### src/rtl/pgs_pkg.sv
package pgs_pkg;
  localparam int NUM_GAINS = 4;
  localparam int IDX_W     = $clog2(NUM_GAINS);
  localparam int MODE_W    = 3;
  localparam int EN_BIT    = 3;

  localparam logic [MODE_W-1:0] MODE_MOSAIC = 3'd1;
  localparam logic [MODE_W-1:0] MODE_FIELD  = 3'd2;

  // strobes from control to datapath
  typedef struct packed {
    logic loadBank;  // HD edge: copy shadow to working bank
    logic pixValid;  // pixel strobe this cycle
    logic pixPar;    // effective pixel parity
    logic linePar;   // effective line parity
    logic fieldPar;  // effective field flag
  } steerStrobe_t;
endpackage

### src/rtl/pgs_steer_ctrl.sv
module pgs_steer_ctrl
  import pgs_pkg::*;
(
  input  logic         clk,
  input  logic         rstN,
  input  logic         pixStrobe,
  input  logic         hsync,
  input  logic         vsync,
  output steerStrobe_t strb
);
  logic hPrev, vPrev;
  logic pixParQ, lineParQ, fieldParQ;
  logic hEdge, vEdge;

  assign hEdge = hsync & ~hPrev;
  assign vEdge = vsync & ~vPrev;

  always_comb begin
    strb.loadBank = hEdge;
    strb.pixValid = pixStrobe;
    strb.pixPar   = hEdge ? 1'b0 : pixParQ;
    if (vEdge)      strb.linePar = 1'b0;
    else if (hEdge) strb.linePar = ~lineParQ;
    else            strb.linePar = lineParQ;
    strb.fieldPar = vEdge ? ~fieldParQ : fieldParQ;
  end

  always_ff @(posedge clk) begin
    if (!rstN) begin
      hPrev     <= 1'b0;
      vPrev     <= 1'b0;
      pixParQ   <= 1'b0;
      lineParQ  <= 1'b0;
      fieldParQ <= 1'b0;
    end else begin
      hPrev     <= hsync;
      vPrev     <= vsync;
      pixParQ   <= pixStrobe ? ~strb.pixPar : strb.pixPar;
      lineParQ  <= strb.linePar;
      fieldParQ <= strb.fieldPar;
    end
  end
endmodule

### src/rtl/pgs_gain_path.sv
module pgs_gain_path
  import pgs_pkg::*;
#(
  parameter int GAIN_W = 6,
  parameter int ADDR_W = 3
) (
  input  logic                          clk,
  input  logic                          rstN,
  input  logic                          wrEn,
  input  logic [ADDR_W-1:0]             wrAddr,
  input  logic [GAIN_W-1:0]             wrData,
  input  steerStrobe_t                  strb,
  output logic [GAIN_W-1:0]             gainCode,
  output logic [IDX_W-1:0]              gainIdx,
  output logic                          actEnOut,
  output logic [MODE_W-1:0]             actModeOut,
  output logic [NUM_GAINS*GAIN_W-1:0]   actGainFlat
);
  localparam logic [ADDR_W-1:0] CTRL_ADDR = ADDR_W'(NUM_GAINS);

  logic [GAIN_W-1:0] shGain   [NUM_GAINS];
  logic [GAIN_W-1:0] actGain  [NUM_GAINS];
  logic [GAIN_W-1:0] bankGain [NUM_GAINS];
  logic              shEn, actEn, bankEn;
  logic [MODE_W-1:0] shMode, actMode, bankMode;
  logic [IDX_W-1:0]  selIdx;

  for (genvar g = 0; g < NUM_GAINS; g++) begin : g_bank
    always_ff @(posedge clk) begin
      if (!rstN) begin
        shGain[g]  <= '0;
        actGain[g] <= '0;
      end else begin
        if (strb.loadBank)                         actGain[g] <= shGain[g];
        if (wrEn && wrAddr == ADDR_W'(g))          shGain[g]  <= wrData;
      end
    end
    assign bankGain[g] = strb.loadBank ? shGain[g] : actGain[g];
    assign actGainFlat[g*GAIN_W +: GAIN_W] = actGain[g];
  end

  always_ff @(posedge clk) begin
    if (!rstN) begin
      shEn    <= 1'b0;
      shMode  <= '0;
      actEn   <= 1'b0;
      actMode <= '0;
    end else begin
      if (strb.loadBank) begin
        actEn   <= shEn;
        actMode <= shMode;
      end
      if (wrEn && wrAddr == CTRL_ADDR) begin
        shEn   <= wrData[EN_BIT];
        shMode <= wrData[MODE_W-1:0];
      end
    end
  end

  assign bankEn   = strb.loadBank ? shEn   : actEn;
  assign bankMode = strb.loadBank ? shMode : actMode;

  always_comb begin
    selIdx = '0;
    if (bankEn) begin
      case (bankMode)
        MODE_MOSAIC: selIdx = {strb.linePar,  strb.pixPar};
        MODE_FIELD:  selIdx = {strb.fieldPar, strb.pixPar};
        default:     selIdx = '0;
      endcase
    end
  end

  always_ff @(posedge clk) begin
    if (!rstN) begin
      gainCode <= '0;
      gainIdx  <= '0;
    end else if (strb.pixValid) begin
      gainIdx  <= selIdx;
      gainCode <= bankEn ? bankGain[selIdx] : '1;
    end
  end

  assign actEnOut   = actEn;
  assign actModeOut = actMode;
endmodule

### src/rtl/pixgain_steer.sv
module pixgain_steer
  import pgs_pkg::*;
(
  input  logic       clk,
  input  logic       rstN,
  input  logic       pixStrobe,
  input  logic       hsync,
  input  logic       vsync,
  input  logic       wrEn,
  input  logic [2:0] wrAddr,
  input  logic [5:0] wrData,
  output logic [5:0] gainCode,
  output logic [1:0] gainIdx
);
  localparam int GAIN_W = 6;
  localparam int ADDR_W = 3;

  steerStrobe_t                strb;
  logic                        actEn;
  logic [MODE_W-1:0]           actMode;
  logic [NUM_GAINS*GAIN_W-1:0] actGainFlat;

  pgs_steer_ctrl ctrl_i (
    .clk(clk), .rstN(rstN), .pixStrobe(pixStrobe),
    .hsync(hsync), .vsync(vsync), .strb(strb)
  );

  pgs_gain_path #(.GAIN_W(GAIN_W), .ADDR_W(ADDR_W)) path_i (
    .clk(clk), .rstN(rstN), .wrEn(wrEn), .wrAddr(wrAddr), .wrData(wrData),
    .strb(strb), .gainCode(gainCode), .gainIdx(gainIdx),
    .actEnOut(actEn), .actModeOut(actMode), .actGainFlat(actGainFlat)
  );
endmodule

### config.mk
export PLATFORM = sky130hd
export DESIGN_NAME = pixgain_steer
export DESIGN_NICKNAME = d
export VERILOG_FILES = /design/src/rtl/pgs_pkg.sv /design/src/rtl/pgs_steer_ctrl.sv /design/src/rtl/pgs_gain_path.sv /design/src/rtl/pixgain_steer.sv
export SDC_FILE = /design/constraint.sdc
export NUM_CORES = 1
export LEC_CHECK = 0
export CAP_MARGIN = 20
export CORE_MARGIN = 8
export CORE_UTILIZATION = 35
export CTS_CLUSTER_SIZE = 20
export DETAILED_ROUTE_END_ITERATION = 10
export GPL_TIMING_DRIVEN = 0
export HOLD_SLACK_MARGIN = 0.06
export PLACE_DENSITY_LB_ADDON = 0.2
export SETUP_SLACK_MARGIN = 0.05
export SLEW_MARGIN = 0
export SYNTH_ARGS = -nofsm -noshare
export SYNTH_HDL_FRONTEND = slang
export SYNTH_SLANG_ARGS = --single-unit
### constraint.sdc
create_clock -name clk -period 1.7 [get_ports clk]
set_clock_uncertainty 0.1 [all_clocks]
set_input_delay 0.255 -clock clk [delete_from_list [all_inputs] [get_ports clk]]
set_output_delay 0.255 -clock clk [all_outputs]
set_load 0.05 [all_outputs]
# Word level (Yosys, flattened, before mapping)
# Memory sizes are Yosys's and may differ from the RTL's.
# Cells that the tools add are included.
[word_totals]
register_bits = 21
ramBits = 48
inputBits = 15
out_inout_bits = 8
word_cells = 83
n_memories = 2
[mem_list]
columns = ["name", "depth", "width", "rd", "rd_ports_with_merged_regs", "write_ports", "line", "rtl"]
rows = [
  ["path_i.actGain", 4, 6, 4, 0, 4, "pgs_gain_path.sv:22", "logic [GAIN_W-1:0] actGain [NUM_GAINS];"],
  ["path_i.shGain", 4, 6, 4, 0, 4, "pgs_gain_path.sv:21", "logic [GAIN_W-1:0] shGain [NUM_GAINS];"],
]
[op_classes]
magnitude_cmp = 1
n_eq_ne = 6
n_mux = 41
bitwise_logic = 16
n_reduce_logical = 6
[op_table]
columns = ["cell", "n"]
rows = [
  ["$mux W6", 15],
  ["$mux W1", 22],
  ["$bmux W6 S2", 1],
  ["$eq A3 B2 Y1 const B", 3],
  ["$or A1 B1 Y1", 8],
  ["$eq A3 B1 Y1 const B", 2],
  ["$logic_and A1 B1 Y1", 5],
  ["$not A1 Y1", 5],
  ["$pmux W2 S2", 1],
  ["$eq A3 B3 Y1 const B", 1],
  ["$ge A3 B3 Y1 const B", 1],
  ["$logic_not A3 Y1", 1],
  ["$mux W3", 1],
  ["$not A2 Y3", 1],
  ["$and A1 B1 Y1", 2],
  ["$mux W2", 1],
]

# Depth between registers and ports, before layout
[depth]
word_depth = 11
depth_mapped = 8
mapped_depth_nobuf = 6

# Modules after synthesis
# A second synthesis with hierarchy kept.
[unflattened]
hier_cells = 263
area_unflattened_um2 = 3258.1
[by_module_without_submodules]
columns = ["module", "n_inst", "cells_per_inst", "area_each_um2", "seq_area_each_um2"]
rows = [
  ["pgs_gain_path", 1, 241, 3034.2, 1761.7],
  ["pgs_steer_ctrl", 1, 22, 224.0, 100.1],
]

# Worst setup path before layout
# Ideal clock, no wire load.
[synth_path]
path_kind = "reg2reg"
startpoint = "register ctrl_i.hPrev"
endpoint = "memory path_i.actGain[0][0], enable pin"
setup_time_ps = 425
arrival_ps = 1338
t_required_ps = 1175
path_slack_ps = -163
stages_incl_launch_ff = 5
path_cell_list = "dfxtp_1 > nand2b_4 > buf_6 > clkbuf_1 > nand2_1"
[synth_lines]
columns = ["item", "line", "rtl"]
rows = [
  ["from (decl)", "pgs_steer_ctrl.sv:11", "logic hPrev, vPrev;"],
  ["from (signal assigned)", "pgs_steer_ctrl.sv:36", "hPrev <= hsync;"],
  ["to (decl)", "pgs_gain_path.sv:22", ""],
]

# Worst setup path in the final report
[layout_path]
startpoint = "register ctrl_i.hPrev"
endpoint = "register path_i.gainCode[0]"
[layout_via]
elab_chain_cells = 11
[layout_rtl]
columns = ["item", "line", "rtl"]
rows = [
  ["$not A1 Y1 *", "pgs_steer_ctrl.sv:15", "assign hEdge = hsync & ~hPrev;"],
  ["$and A1 B1 Y1 *", "pgs_steer_ctrl.sv:15", ""],
  ["$mux W3 / $mux W1 (equally long branches)", "pgs_gain_path.sv:61, pgs_steer_ctrl.sv:23", ""],
  ["$eq A3 B2 Y1 (tied with other cells)", "pgs_gain_path.sv:66", "case (bankMode)"],
  ["$pmux W2 S2", "pgs_gain_path.sv:66", ""],
  ["$mux W2", "pgs_gain_path.sv:65", "if (bankEn) begin"],
  ["$not A2 Y3 (not written as such)", "pgs_gain_path.sv:80", "gainCode <= bankEn ? bankGain[selIdx] : '1;"],
  ["$bmux W6 S2", "pgs_gain_path.sv:80", ""],
  ["$mux W6 (not written as such) (2 in series)", "pgs_gain_path.sv:80", ""],
  ["$mux W6 *", "pgs_gain_path.sv:80", ""],
  ["to (signal assigned)", "pgs_gain_path.sv:80", ""],
  ["to (decl)", "pgs_gain_path.sv:13", "output logic [GAIN_W-1:0] gainCode,"],
]
# Every way passes the cells marked *; elsewhere a longest branch is shown, timed or not. The select of a mux whose other input is x is not followed.
# A chain may end at the register's enable or synchronous reset.

==> metrics.cfg <==
[synthesis]
number_of_instances_in_the_synthesized_netlist=266
synth_unique_cells=37
mappedNetlistNets=281
synth-async-reset-ratio_pct=0
postSynthRegisterBits=69
syn-cell-area_um2=3078
most_common_flop_cell_mapped_by_yosys=sky130_fd_sc_hd__edfxtp_1
synth_seq_area_share_pct=60.49
yosysWarningCount=0
synth-edff-count=48
syn_avg_cell_area_um2=11.57

[flow_run]
max_cap_viol_count=0

[detailed_routing]
ant_nets_after_route=0
dr_total_vias=2112
drt_drc_violations_left=0
route.top_layer_used=met4
wire_per_inst_um=17.02
routedLengthMet1_um=3496
detailedRoute.firstIterationViolations=121
wl_met3_um=296
routed_via_density=5.017
met2WireLength_um=3207
detail_route.wirelength_um=7164
first_pass_iters=4

[status]
violations=setup timing
status=finished with violations

[timing]
finalSetupViolations=1
max_slew.worst_pin.slew_ps=755.9
timing.slew.headroom_pct=49.61
fin_ws_ps=-6.811
timing.final.crit_period_ps=1707
rsz0062_at_grt=yes
timing.final.crit_share_pct=100.4
holdWs_ps=281.0
final-max-slew-violation-count=0
achievable-frequency_mhz=585.9
hold_viol=0

[floorplanning]
die_y_um=109.8
row_count=34
die-width_um=109.8
starting_density_of_the_core_pct=35.64
die_area_um2=12050
floorplan.core_area_um2=8636
boundaryPins=23

[setup_path]
timing.critical_path.cells=nand2b_4 -> buf_8 -> a31oi_4 -> nor3_1 -> a21o_1 -> buf_6 -> a211o_1 -> a31oi_1
rr_endpoint=path_i.gainCode[0]$_SDFFE_PN0P_
timing.critical_path.to=path_i.gainCode[0]$_SDFFE_PN0P_
critical_path.max_fanout=8
critical_path.startpoint=ctrl_i.hPrev$_SDFF_PN0_
max_stage_delay_ps=330
worstSetupEndpointType=flop
cp.required_ps=1880
startpoint_type=flop
critical_path.reg2reg.startpoint=ctrl_i.hPrev$_SDFF_PN0_
worstSetupPathDepth=8
reg2regPathDepth=8
timing.critical_path.slowest_stage_cell=sky130_fd_sc_hd__dfxtp_2
timing_worst_setup_path_type=reg -> reg
crit_buf_inv=2
arrival_ps=1890
reg2reg_setup_slack_ps=-7
path_delay_family=compound AO/OA/AOI/OAI gates

[clock_tree]
clk_transition_reported_paths_ps=80
cts_made_buffers=9
number_of_clock_sinks_seen_by_cts=69
total_number_of_h_tree_levels=3
cts_max_path_buffers=2
cts_root_buffer=sky130_fd_sc_hd__clkbuf_8
cts_tree=built
clock_latency_ps=350

[cells_and_area]
most_used_cells_in_the_layout_excluding_fill_and_tap_cells=48 x sky130_fd_sc_hd__edfxtp_1, 27 x sky130_fd_sc_hd__and2_1, 26 x sky130_fd_sc_hd__nor2_1
number_of_nets_at_the_end_of_the_flow=323
postLayoutCellArea_um2=3841
layoutNonFillerInstCount=421
antenna-diode-count=0
finalCoreUtilization_pct=44.48
layout_commonest_cell=sky130_fd_sc_hd__edfxtp_1
synthToLayoutAreaGrowth_pct=24.80
fraction_of_layout_instances_using_a_drive_strength_above_1_pct=20.13

[placement]
post-place-ws_ps=-783.3
final_hpwl_dp_um=5023
buffer_ports.inserted=21
dpl_cell_area_um2=3426
number_of_placed_instances_with_taps_included=395
routabilityCongestion=0.7574

[global_routing]
grt_antenna_before_repair=0
total_global_routing_overflow=0
first_global_vias=2165
global_route_wire_length_before_repair_um=11460
gr-usage-all-layers_pct=12.84
maximum_number_of_pins_on_one_net_before_global_route_repair=25

[pwr]
p_per_area_nw_per_um2=1036
vdd_ir_drop_max_v=0.0003821
cell_leakage_power_nw=1.480

[min_path]
hold_path_class=in -> reg

[metal layers]
| layer | vias to the layer above | GRT usage [%] |
|---|---|---|
| met5 | - | 0 |
| met4 | 0 | 6.847 |
| met3 | 11 | 2.696 |
| met2 | 61 | 19.64 |
| met1 | 991 | 16.70 |
| li1 | 1049 | - |
[logic make-up after synthesis]
kind of cell | Yosys count | synth area share (%)
buffers and inverters | 19 | 3.455
AND/OR/NAND/NOR | 115 | 21.02
AO/OA/AOI/OAI | 48 | 10.33
multiplexers | 11 | 3.577
XOR/XNOR | 4 | 1.138
flip-flops | 69 | 60.49
[state kept, by name, summed over array words and instances, names as in the netlist]
register,cells
path_i.shGain,24
path_i.actEnOut,1
path_i.gainCode,6
ctrl_i.lineParQ,1
path_i.gainIdx,2
path_i.shEn,1
ctrl_i.vPrev,1
ctrl_i.fieldParQ,1
path_i.actGain,24
path_i.shMode,3
ctrl_i.pixParQ,1
ctrl_i.hPrev,1
path_i.actModeOut,3
[worst reg2reg max path, cell delays in order (launching register included)]
cell and delay (ps):
sky130_fd_sc_hd__dfxtp_2 330, sky130_fd_sc_hd__nand2b_4 150, sky130_fd_sc_hd__buf_8 140, sky130_fd_sc_hd__a31oi_4 130, sky130_fd_sc_hd__nor3_1 80, sky130_fd_sc_hd__a21o_1 180
sky130_fd_sc_hd__buf_6 140, sky130_fd_sc_hd__a211o_1 240, sky130_fd_sc_hd__a31oi_1 160
[synthesized netlist by cell type, types with 3 or more instances]
master	n	share of area, %
sky130_fd_sc_hd__dfxtp_1	21	14
sky130_fd_sc_hd__nand2_1	9	1.1
sky130_fd_sc_hd__nor2_1	26	3.2
sky130_fd_sc_hd__o211ai_1	4	0.98
sky130_fd_sc_hd__o21ai_0	9	1.5
sky130_fd_sc_hd__edfxtp_1	48	47
sky130_fd_sc_hd__clkbuf_1	10	1.2
sky130_fd_sc_hd__a21oi_1	17	2.8
sky130_fd_sc_hd__nand2b_1	5	1.0
sky130_fd_sc_hd__and3_1	26	5.3
sky130_fd_sc_hd__nor2b_1	5	1.0
sky130_fd_sc_hd__o21ai_1	3	0.49
sky130_fd_sc_hd__xor2_1	3	0.85
sky130_fd_sc_hd__and2_1	27	5.5
sky130_fd_sc_hd__a22oi_1	4	0.98
sky130_fd_sc_hd__mux2i_1	11	3.6
sky130_fd_sc_hd__buf_6	4	1.5
sky130_fd_sc_hd__nor3_1	9	1.5
[power by group]
part / switching, mW / internal, mW / leakage, nW
Clock: 0.662 / 0.981 / 0.116
Sequential: 0.0498 / 1.91 / 0.668
Combinational: 0.239 / 0.139 / 0.696
Total: 0.950 / 3.03 / 1.48
[layout make-up]
class / count / area [µm²]
clock buffer: 9 / 123.9
fill: 818 / 4795
inverter: 3 / 11.26
sequential: 69 / 1873
buffer: 16 / 105.1
tap: 108 / 135.1
multi-input combinational: 178 / 1189
clock inverter: 7 / 122.6
timing repair buffer: 31 / 281.5
[through the flow]
step,TNS (ps),total power [mW]
3_5_place_dp,-46310,2.361
5_1_grt,-502.2,4.122
3_3_place_gp,-46430,2.357
6_report,-6.811,3.978
2_1_floorplan,0,2.206
4_1_cts,0,3.998
[what timing repair did]
action | CTS | global route
pin swaps | 4 | 1
endpoints found under the hold margin | 0 | 0
hold buffers | 0 | 0
resized for setup | 39 | 6
endpoints found under the setup margin | 74 | 31
buffers inserted | 8 | 0
cloned | 2 | 0
[how the worst min path moves through the flow]
| stage | start | to | slack [ps] | depth (start not counted) |
|---|---|---|---|---|
| after global placement | path_i.actModeOut[2]$_SDFF_PN0_ | path_i.actModeOut[2]$_SDFF_PN0_ | 350 | 2 |
| after global routing | hsync | ctrl_i.hPrev$_SDFF_PN0_ | 300 | 2 |
| after floorplan | vsync | ctrl_i.vPrev$_SDFF_PN0_ | 280 | 1 |
| after CTS | hsync | ctrl_i.hPrev$_SDFF_PN0_ | 270 | 2 |
| after detailed placement | path_i.actModeOut[2]$_SDFF_PN0_ | path_i.actModeOut[2]$_SDFF_PN0_ | 360 | 2 |
| final | rstN | path_i.actGain[3][1]$_SDFFCE_PN0P_ | 280 | 2 |
(Power assumes the default switching activity.)
